### src/rtl/tpm_spi_pkg.sv
package tpm_spi_pkg;

    localparam logic [23:0] LOC0_BASE = 24'hD40000;
    localparam int          HDR_BYTES = 4;

    typedef enum logic [3:0] {
        S_IDLE,
        S_WAKE_LO,
        S_WAKE_HI,
        S_HDR,
        S_POLL,
        S_DATA,
        S_RDOUT,
        S_ZERO,
        S_FIN
    } seq_state_e;

    typedef struct packed {
        logic        rd;
        logic [5:0]  len_m1;
        logic [23:0] addr;
    } xact_req_t;

    function automatic logic [7:0] hdr_byte(xact_req_t r, logic [1:0] sel);
        case (sel)
            2'd0:    return {r.rd, 1'b1, r.len_m1};
            2'd1:    return r.addr[23:16];
            2'd2:    return r.addr[15:8];
            default: return r.addr[7:0];
        endcase
    endfunction

    function automatic int max3(int a, int b, int c);
        int m;
        m = (a > b) ? a : b;
        return (m > c) ? m : c;
    endfunction

endpackage

### src/rtl/tpm_spi_timer.sv
module tpm_spi_timer #(
    parameter int W = 8
) (
    input  logic         clk,
    input  logic         rst,
    input  logic         load,
    input  logic [W-1:0] load_val,
    output logic         expired
);
    logic [W-1:0] cnt;

    always_ff @(posedge clk) begin
        if (rst) begin
            cnt <= '0;
        end else if (load) begin
            cnt <= load_val;
        end else if (cnt != '0) begin
            cnt <= cnt - W'(1);
        end
    end

    assign expired = (cnt == '0);

endmodule

### src/rtl/tpm_spi_shifter.sv
module tpm_spi_shifter #(
    parameter int DIV = 4
) (
    input  logic       clk,
    input  logic       rst,
    input  logic       start,
    input  logic [7:0] tx_byte,
    output logic [7:0] rx_byte,
    output logic       done,
    output logic       sck,
    output logic       mosi,
    input  logic       miso
);
    localparam int CW = (DIV > 1) ? $clog2(DIV) : 1;

    logic [CW-1:0] cnt;
    logic [2:0]    bitn;
    logic [7:0]    txsr;
    logic [7:0]    rxsr;
    logic          busy;
    logic          sck_q;
    logic          done_q;

    always_ff @(posedge clk) begin
        if (rst) begin
            cnt    <= '0;
            bitn   <= '0;
            txsr   <= '0;
            rxsr   <= '0;
            busy   <= 1'b0;
            sck_q  <= 1'b0;
            done_q <= 1'b0;
        end else begin
            done_q <= 1'b0;
            if (!busy) begin
                if (start) begin
                    busy <= 1'b1;
                    txsr <= tx_byte;
                    cnt  <= '0;
                    bitn <= '0;
                end
            end else if (cnt == CW'(DIV - 1)) begin
                cnt <= '0;
                if (!sck_q) begin
                    sck_q <= 1'b1;
                    rxsr  <= {rxsr[6:0], miso};
                end else begin
                    sck_q <= 1'b0;
                    if (bitn == 3'd7) begin
                        busy   <= 1'b0;
                        done_q <= 1'b1;
                    end else begin
                        bitn <= bitn + 3'd1;
                        txsr <= {txsr[6:0], 1'b0};
                    end
                end
            end else begin
                cnt <= cnt + CW'(1);
            end
        end
    end

    assign rx_byte = rxsr;
    assign done    = done_q;
    assign sck     = sck_q;
    assign mosi    = txsr[7];

    // data out is held for the whole SCK high phase
    p_mosi_hold_r10: assert property (@(posedge clk) disable iff (rst)
        sck_q |-> $stable(mosi));

    // a byte ends with SCK low
    p_done_sck_low_r10: assert property (@(posedge clk) disable iff (rst)
        done_q |-> !sck_q);

endmodule

### src/rtl/tpm_spi_xact.sv
module tpm_spi_xact
    import tpm_spi_pkg::*;
#(
    parameter int          CLK_DIV       = 4,
    parameter int          WAKE_LOW_CYC  = 50,
    parameter int          WAKE_HIGH_CYC = 5000,
    parameter int          STALL_TMO_CYC = 5000000,
    parameter logic [23:0] BASE_ADDR     = LOC0_BASE
) (
    input  logic        clk,
    input  logic        rst,
    input  logic        req_valid,
    output logic        req_ready,
    input  logic        req_read,
    input  logic [5:0]  req_len_m1,
    input  logic [23:0] req_offset,
    input  logic        wr_valid,
    output logic        wr_ready,
    input  logic [7:0]  wr_data,
    output logic        rd_valid,
    input  logic        rd_ready,
    output logic [7:0]  rd_data,
    output logic        rd_last,
    output logic        done,
    output logic        err,
    output logic        spi_sck,
    output logic        spi_cs_n,
    output logic        spi_mosi,
    input  logic        spi_miso
);
    localparam int TMR_MAX = max3(WAKE_LOW_CYC, WAKE_HIGH_CYC, STALL_TMO_CYC);
    localparam int TMR_W   = $clog2(TMR_MAX + 1);
    localparam logic [TMR_W-1:0] LD_WLO = TMR_W'(WAKE_LOW_CYC - 1);
    localparam logic [TMR_W-1:0] LD_WHI = TMR_W'(WAKE_HIGH_CYC - 1);
    localparam logic [TMR_W-1:0] LD_TMO = TMR_W'(STALL_TMO_CYC - 1);
    localparam logic [5:0]       HDR_LAST = 6'(HDR_BYTES - 1);

    seq_state_e  st;
    xact_req_t   rq;
    logic [5:0]  idx;
    logic        inflight;
    logic        err_q;
    logic [7:0]  rbuf;

    logic             sh_start;
    logic [7:0]       sh_tx;
    logic [7:0]       sh_rx;
    logic             sh_done;
    logic             tmr_load;
    logic [TMR_W-1:0] tmr_val;
    logic             tmr_exp;
    logic             at_last;

    assign at_last = (idx == rq.len_m1);

    tpm_spi_shifter #(.DIV(CLK_DIV)) u_shift (
        .clk     (clk),
        .rst     (rst),
        .start   (sh_start),
        .tx_byte (sh_tx),
        .rx_byte (sh_rx),
        .done    (sh_done),
        .sck     (spi_sck),
        .mosi    (spi_mosi),
        .miso    (spi_miso)
    );

    tpm_spi_timer #(.W(TMR_W)) u_timer (
        .clk      (clk),
        .rst      (rst),
        .load     (tmr_load),
        .load_val (tmr_val),
        .expired  (tmr_exp)
    );

    always_comb begin
        sh_start = 1'b0;
        sh_tx    = 8'h00;
        wr_ready = 1'b0;
        tmr_load = 1'b0;
        tmr_val  = '0;
        case (st)
            S_IDLE: begin
                if (req_valid) begin
                    tmr_load = 1'b1;
                    tmr_val  = LD_WLO;
                end
            end
            S_WAKE_LO: begin
                if (tmr_exp) begin
                    tmr_load = 1'b1;
                    tmr_val  = LD_WHI;
                end
            end
            S_HDR: begin
                sh_start = !inflight;
                sh_tx    = hdr_byte(rq, idx[1:0]);
                if (sh_done && idx == HDR_LAST) begin
                    tmr_load = 1'b1;
                    tmr_val  = LD_TMO;
                end
            end
            S_POLL: begin
                sh_start = !inflight;
            end
            S_DATA: begin
                if (rq.rd) begin
                    sh_start = !inflight;
                end else begin
                    wr_ready = !inflight;
                    sh_start = !inflight && wr_valid;
                    sh_tx    = wr_data;
                end
            end
            default: ;
        endcase
    end

    always_ff @(posedge clk) begin
        if (rst) begin
            st       <= S_IDLE;
            rq       <= '0;
            idx      <= '0;
            inflight <= 1'b0;
            err_q    <= 1'b0;
            rbuf     <= '0;
        end else begin
            if (sh_start) begin
                inflight <= 1'b1;
            end else if (sh_done) begin
                inflight <= 1'b0;
            end
            case (st)
                S_IDLE: begin
                    if (req_valid) begin
                        rq.rd     <= req_read;
                        rq.len_m1 <= req_len_m1;
                        rq.addr   <= BASE_ADDR + req_offset;
                        err_q     <= 1'b0;
                        st        <= S_WAKE_LO;
                    end
                end
                S_WAKE_LO: if (tmr_exp) st <= S_WAKE_HI;
                S_WAKE_HI: begin
                    if (tmr_exp) begin
                        idx <= '0;
                        st  <= S_HDR;
                    end
                end
                S_HDR: begin
                    if (sh_done) begin
                        if (idx == HDR_LAST) begin
                            idx <= '0;
                            st  <= S_POLL;
                        end else begin
                            idx <= idx + 6'd1;
                        end
                    end
                end
                S_POLL: begin
                    if (sh_done) begin
                        if (sh_rx[0]) begin
                            st <= S_DATA;
                        end else if (tmr_exp) begin
                            err_q <= 1'b1;
                            st    <= rq.rd ? S_ZERO : S_FIN;
                        end
                    end
                end
                S_DATA: begin
                    if (sh_done) begin
                        if (rq.rd) begin
                            rbuf <= sh_rx;
                            st   <= S_RDOUT;
                        end else if (at_last) begin
                            st <= S_FIN;
                        end else begin
                            idx <= idx + 6'd1;
                        end
                    end
                end
                S_RDOUT: begin
                    if (rd_ready) begin
                        if (at_last) begin
                            st <= S_FIN;
                        end else begin
                            idx <= idx + 6'd1;
                            st  <= S_DATA;
                        end
                    end
                end
                S_ZERO: begin
                    if (rd_ready) begin
                        if (at_last) st <= S_FIN;
                        else         idx <= idx + 6'd1;
                    end
                end
                S_FIN:   st <= S_IDLE;
                default: st <= S_IDLE;
            endcase
        end
    end

    assign req_ready = (st == S_IDLE);
    assign spi_cs_n  = !(st == S_WAKE_LO || st == S_HDR || st == S_POLL ||
                         st == S_DATA || st == S_RDOUT);
    assign rd_valid  = (st == S_RDOUT) || (st == S_ZERO);
    assign rd_data   = (st == S_RDOUT) ? rbuf : 8'h00;
    assign rd_last   = rd_valid && at_last;
    assign done      = (st == S_FIN);
    assign err       = done && err_q;

    // the end pulse only appears with the device deselected
    p_done_cs_high_r9: assert property (@(posedge clk) disable iff (rst)
        done |-> spi_cs_n);

    // an unreleased stall past the limit drops chip select next cycle
    p_tmo_release_r5: assert property (@(posedge clk) disable iff (rst)
        (st == S_POLL && sh_done && !sh_rx[0] && tmr_exp) |=> spi_cs_n);

    // read bytes offered while deselected are zero-filled
    p_zero_fill_r6: assert property (@(posedge clk) disable iff (rst)
        (rd_valid && spi_cs_n) |-> (rd_data == 8'h00));

    // an offered read byte is held until taken
    p_rd_hold_r8: assert property (@(posedge clk) disable iff (rst)
        (rd_valid && !rd_ready) |=> (rd_valid && $stable(rd_data) && $stable(rd_last)));

    // no clocking while chip select is high
    p_sck_idle_r10: assert property (@(posedge clk) disable iff (rst)
        spi_cs_n |-> !spi_sck);

    // readiness implies an idle link
    p_ready_idle_r11: assert property (@(posedge clk) disable iff (rst)
        req_ready |-> (spi_cs_n && !rd_valid && !wr_ready));

endmodule

### config.mk
export PLATFORM = sky130hd
export DESIGN_NAME = tpm_spi_xact
export DESIGN_NICKNAME = d
export VERILOG_FILES = /design/src/rtl/tpm_spi_pkg.sv /design/src/rtl/tpm_spi_timer.sv /design/src/rtl/tpm_spi_shifter.sv /design/src/rtl/tpm_spi_xact.sv
export SDC_FILE = /design/constraint.sdc
export NUM_CORES = 1
export LEC_CHECK = 0
export ABC_AREA = 1
export ABC_CLOCK_PERIOD_IN_PS = 2200
export BUFFER_PORTS_ARGS = -buffer_cell sky130_fd_sc_hd__buf_2
export CORE_MARGIN = 2
export CORE_UTILIZATION = 50
export DETAILED_ROUTE_END_ITERATION = 12
export GPL_TIMING_DRIVEN = 1
export PLACE_DENSITY = 0.7
export SLEW_MARGIN = 10
export SYNTH_ARGS = -nofsm -noshare
export SYNTH_HDL_FRONTEND = slang
export SYNTH_SLANG_ARGS = --single-unit
export TNS_END_PERCENT = 20
### constraint.sdc
create_clock -name clk -period 2.2 [get_ports clk]
set_input_delay 0.44 -clock clk [delete_from_list [all_inputs] [get_ports clk]]
set_output_delay 0.44 -clock clk [all_outputs]
set_load 0.005 [all_outputs]
==> key figures <==
Status
  – Status: complete, no violations

Min path
  – Hold path depth: 2
  – Min-delay src: req_offset[18]
  – Worst Hold Class: primary input to register

Setup path
  – Crit. Startpoint: idx[2]
  – Critical R2R Launch: u_timer.cnt[1]
  – Max stage delay on crit path: 0.48 ns
  – R2R cell count: 12
  – Worst-path cell chain: inv_1, nand2_1, nand2_1, nor2_1, nand3_2, nor2_1, buf_2
  – Required @ worst endpoint: 1.76 ns
  – Worst endpoint data arrival time: 1.70 ns
  – CP top delay family: simple AND/OR/NAND/NOR gates
  – CP Depth: 7
  – Worst path bufs/invs: 2
  – CP Capture Type: output port
  – CP startpoint kind: register
  – Setup Crit Path Kind: register to output port
  – CP Max Fanout: 7
  – Slowest-stage cell, CP: dfxtp_1

Yosys
  – Netlist cell types: 37
  – Synth top area cells: dfxtp_1, nand2_1, a21oi_1
  – Syn. warnings: 0
  – Cell taking the most area after synthesis: dfxtp_1
  – Post-synth ARST share: 0
  – Syn nets: 821
  – Post-synth EDFFs: 0
  – Top-area cell type share of the netlist area: 0.379
  – Mapped Area: 5180 µm²
  – Register area share after synthesis: 0.379
  – Top_reg_cell synth: dfxtp_1
  – Synth Area per Inst: 6.76 µm²
  – Yosys reg bits: 98
  – Cells after synthesis: 766

Final layout
  – NumNets Final: 876
  – Layout cells sized above 1: 0.149
  – Non-Filler Instances: 962
  – Commonest non-fill, non-tap cell in the layout: nand2_1
  – Area Overhead vs Synth: 12.2%
  – Antenna diodes: 0
  – Most frequent cells in the layout: nand2_1, nor2_1, dfxtp_1
  – Fin util: 0.570

Clock network
  – Number of clock sinks: 98
  – Post-CTS Setup Bufs: 0
  – Clk buf depth: 2
  – TritonCTS clock tree: built
  – Htree depth: 3
  – Root buffer cell: clkbuf_8
  – CTS Buf Count: 9
  – CTS Hold Buffers Added: 0
  – CTS clk-pin slew, worst paths: 0.09 ns
  – Worst-Skew Late Latency: 0.38 ns

STA
  – RSZ-0062 raised after global routing: yes
  – Max Clock Freq: 0.466 GHz
  – Period utilisation layout: 0.975
  – Setup Skew: 0.0112 ns
  – Worst Max-Slew Pin Slew: 0.708 ns
  – Final setup violating endpoints: 0
  – Final Slew Violations: 0
  – Sum Neg Setup Slack: 0 ns
  – Max_slew headroom: 0.526
  – Final Hold Violating Endpoints: 0
  – Crit path time final: 2.14 ns
  – Hold WS: 0.274 ns

Drt
  – Drt drc: 0
  – WL final: 12600 µm
  – Antenna viol nets, final: 0
  – Iter 0 DRT Violations: 333
  – DR vias/cell: 5.16
  – Vias: 4961
  – Drt first pass iters: 4
  – Avg WL per Cell: 13.1 µm

Floorplan
  – Core ar.: 10200 µm²
  – Row cnt: 37
  – Die Wd: 106 µm
  – Initial core utilization: 0.508
  – Die Y: 106 µm
  – IO Pins: 62
  – Die area: 11200 µm²

Power and ir drop
  – Lkg Pwr: 2.68 nW
  – Worst vdd ir: 572 µV
  – Tot Pwr: 6.85 mW
  – PwrDens: 1180 nW/µm²

Global route
  – Grt total ovfl: 0
  – Vias in the first global route: 4601
  – Initial antenna violation count: 0
  – First-pass GRT wire length: 21200 µm
  – Largest net degree at the start of global routing: 55
  – Gr usage total: 0.232

Place
  – Detailed Place HPWL: 9410 µm
  – Placed Cells: 946
  – GP Congestion: 0.879
  – I/O Buffers: 61

Flow run
  – Total of max-cap violations: 0
area by class of cell:
class | count | area (µm²)
fillers | 1012 | 4380
multi-input cells | 543 | 2740
flip-flops and latches | 98 | 1960
repair buffers | 69 | 378
inverters | 100 | 378
well taps | 136 | 170
clock buffers | 12 | 155
clock inverters | 4 | 26.3
cells in the mapped netlist (4+ instances only):
cell type,number
nand2_1,146
nor2_1,104
dfxtp_1,98
inv_1,96
a21oi_1,78
o21ai_0,69
nand3_1,32
clkbuf_1,20
xor2_1,14
ha_1,10
nor3_1,9
xnor2_1,9
nor2_4,8
o21ai_1,8
or2_2,8
nand4_1,7
nand2_2,6
nor2_2,6
o211ai_1,5
a31oi_1,4
o221ai_1,4
per-layer routing:
layer / vias to the layer above / wire length [µm] / GRT usage / share of wire
li1: 2570 / - / - / -
met1: 2258 / 6000 / 0.322 / 0.48
met2: 112 / 5710 / 0.369 / 0.45
met3: 21 / 641 / 0.0291 / 0.051
met4: 0 / 248 / 0.0865 / 0.020
met5: - / 0 / 0 / 0
final timing paths:
kind | endpoint | slack (ns)
setup / recovery | rd_last | 0.06
hold / removal | rq[18] | 0.27
setup reg to reg | u_timer.cnt[22] | 0.28
hold reg to reg | rq[15] | 0.46
metrics by stage:
step,instance area [µm²],worst slack [ns]
after floorplan,5180,0.557
after global placement,5620,0.349
after detailed placement,5620,0.301
after CTS,5800,0.0244
after global routing,5810,-0.0450
final,5810,0.0550
cells by family (layout without fill, tap and decap cells):
group | after synthesis | in the layout | share of synthesized area
AOI/OAI and AO/OA | 176 | 176 | 0.181
xor gates and xnor gates | 23 | 23 | 0.0389
adders and majority gates | 10 | 10 | 0.0242
buffers and inverters | 125 | 185 | 0.0940
DFF | 98 | 98 | 0.379
and+or+nand+nor | 334 | 334 | 0.283
flip-flops by register name (all words and copies together) (netlist names), 2 cells and up:
signal / flops
st: 4
u_shift.bitn: 3
rbuf: 8
rq: 31
u_shift.cnt: 2
u_shift.rx_byte: 8
u_timer.cnt: 23
u_shift.txsr: 8
idx: 6
worst reg2reg max path: cells and delay by family (launching register included):
family                   cells  cell delay [ns]
AND/OR/NAND/NOR              8             1.00
flip-flops                   1             0.32
buffers and inverters        2             0.17
AO/OA/AOI/OAI                1             0.18
adder cells (fa/ha/maj)      1             0.18
what timing repair did:
| item | in CTS | in global routing |
|---|---|---|
| hold endpoints to repair | 0 | 0 |
| pin swaps | 0 | 0 |
| resized for setup | 1 | 2 |
| setup endpoints to repair | 1 | 9 |
report_power, final:
part / total [mW] / internal [mW] / switching [mW] / leakage [nW]
clock: 1.10 / 0.472 / 0.631 / 0.0924
combinational: 3.29 / 1.15 / 2.14 / 1.78
sequential: 2.46 / 2.17 / 0.291 / 0.801
Power figures use the tool's default switching activity.
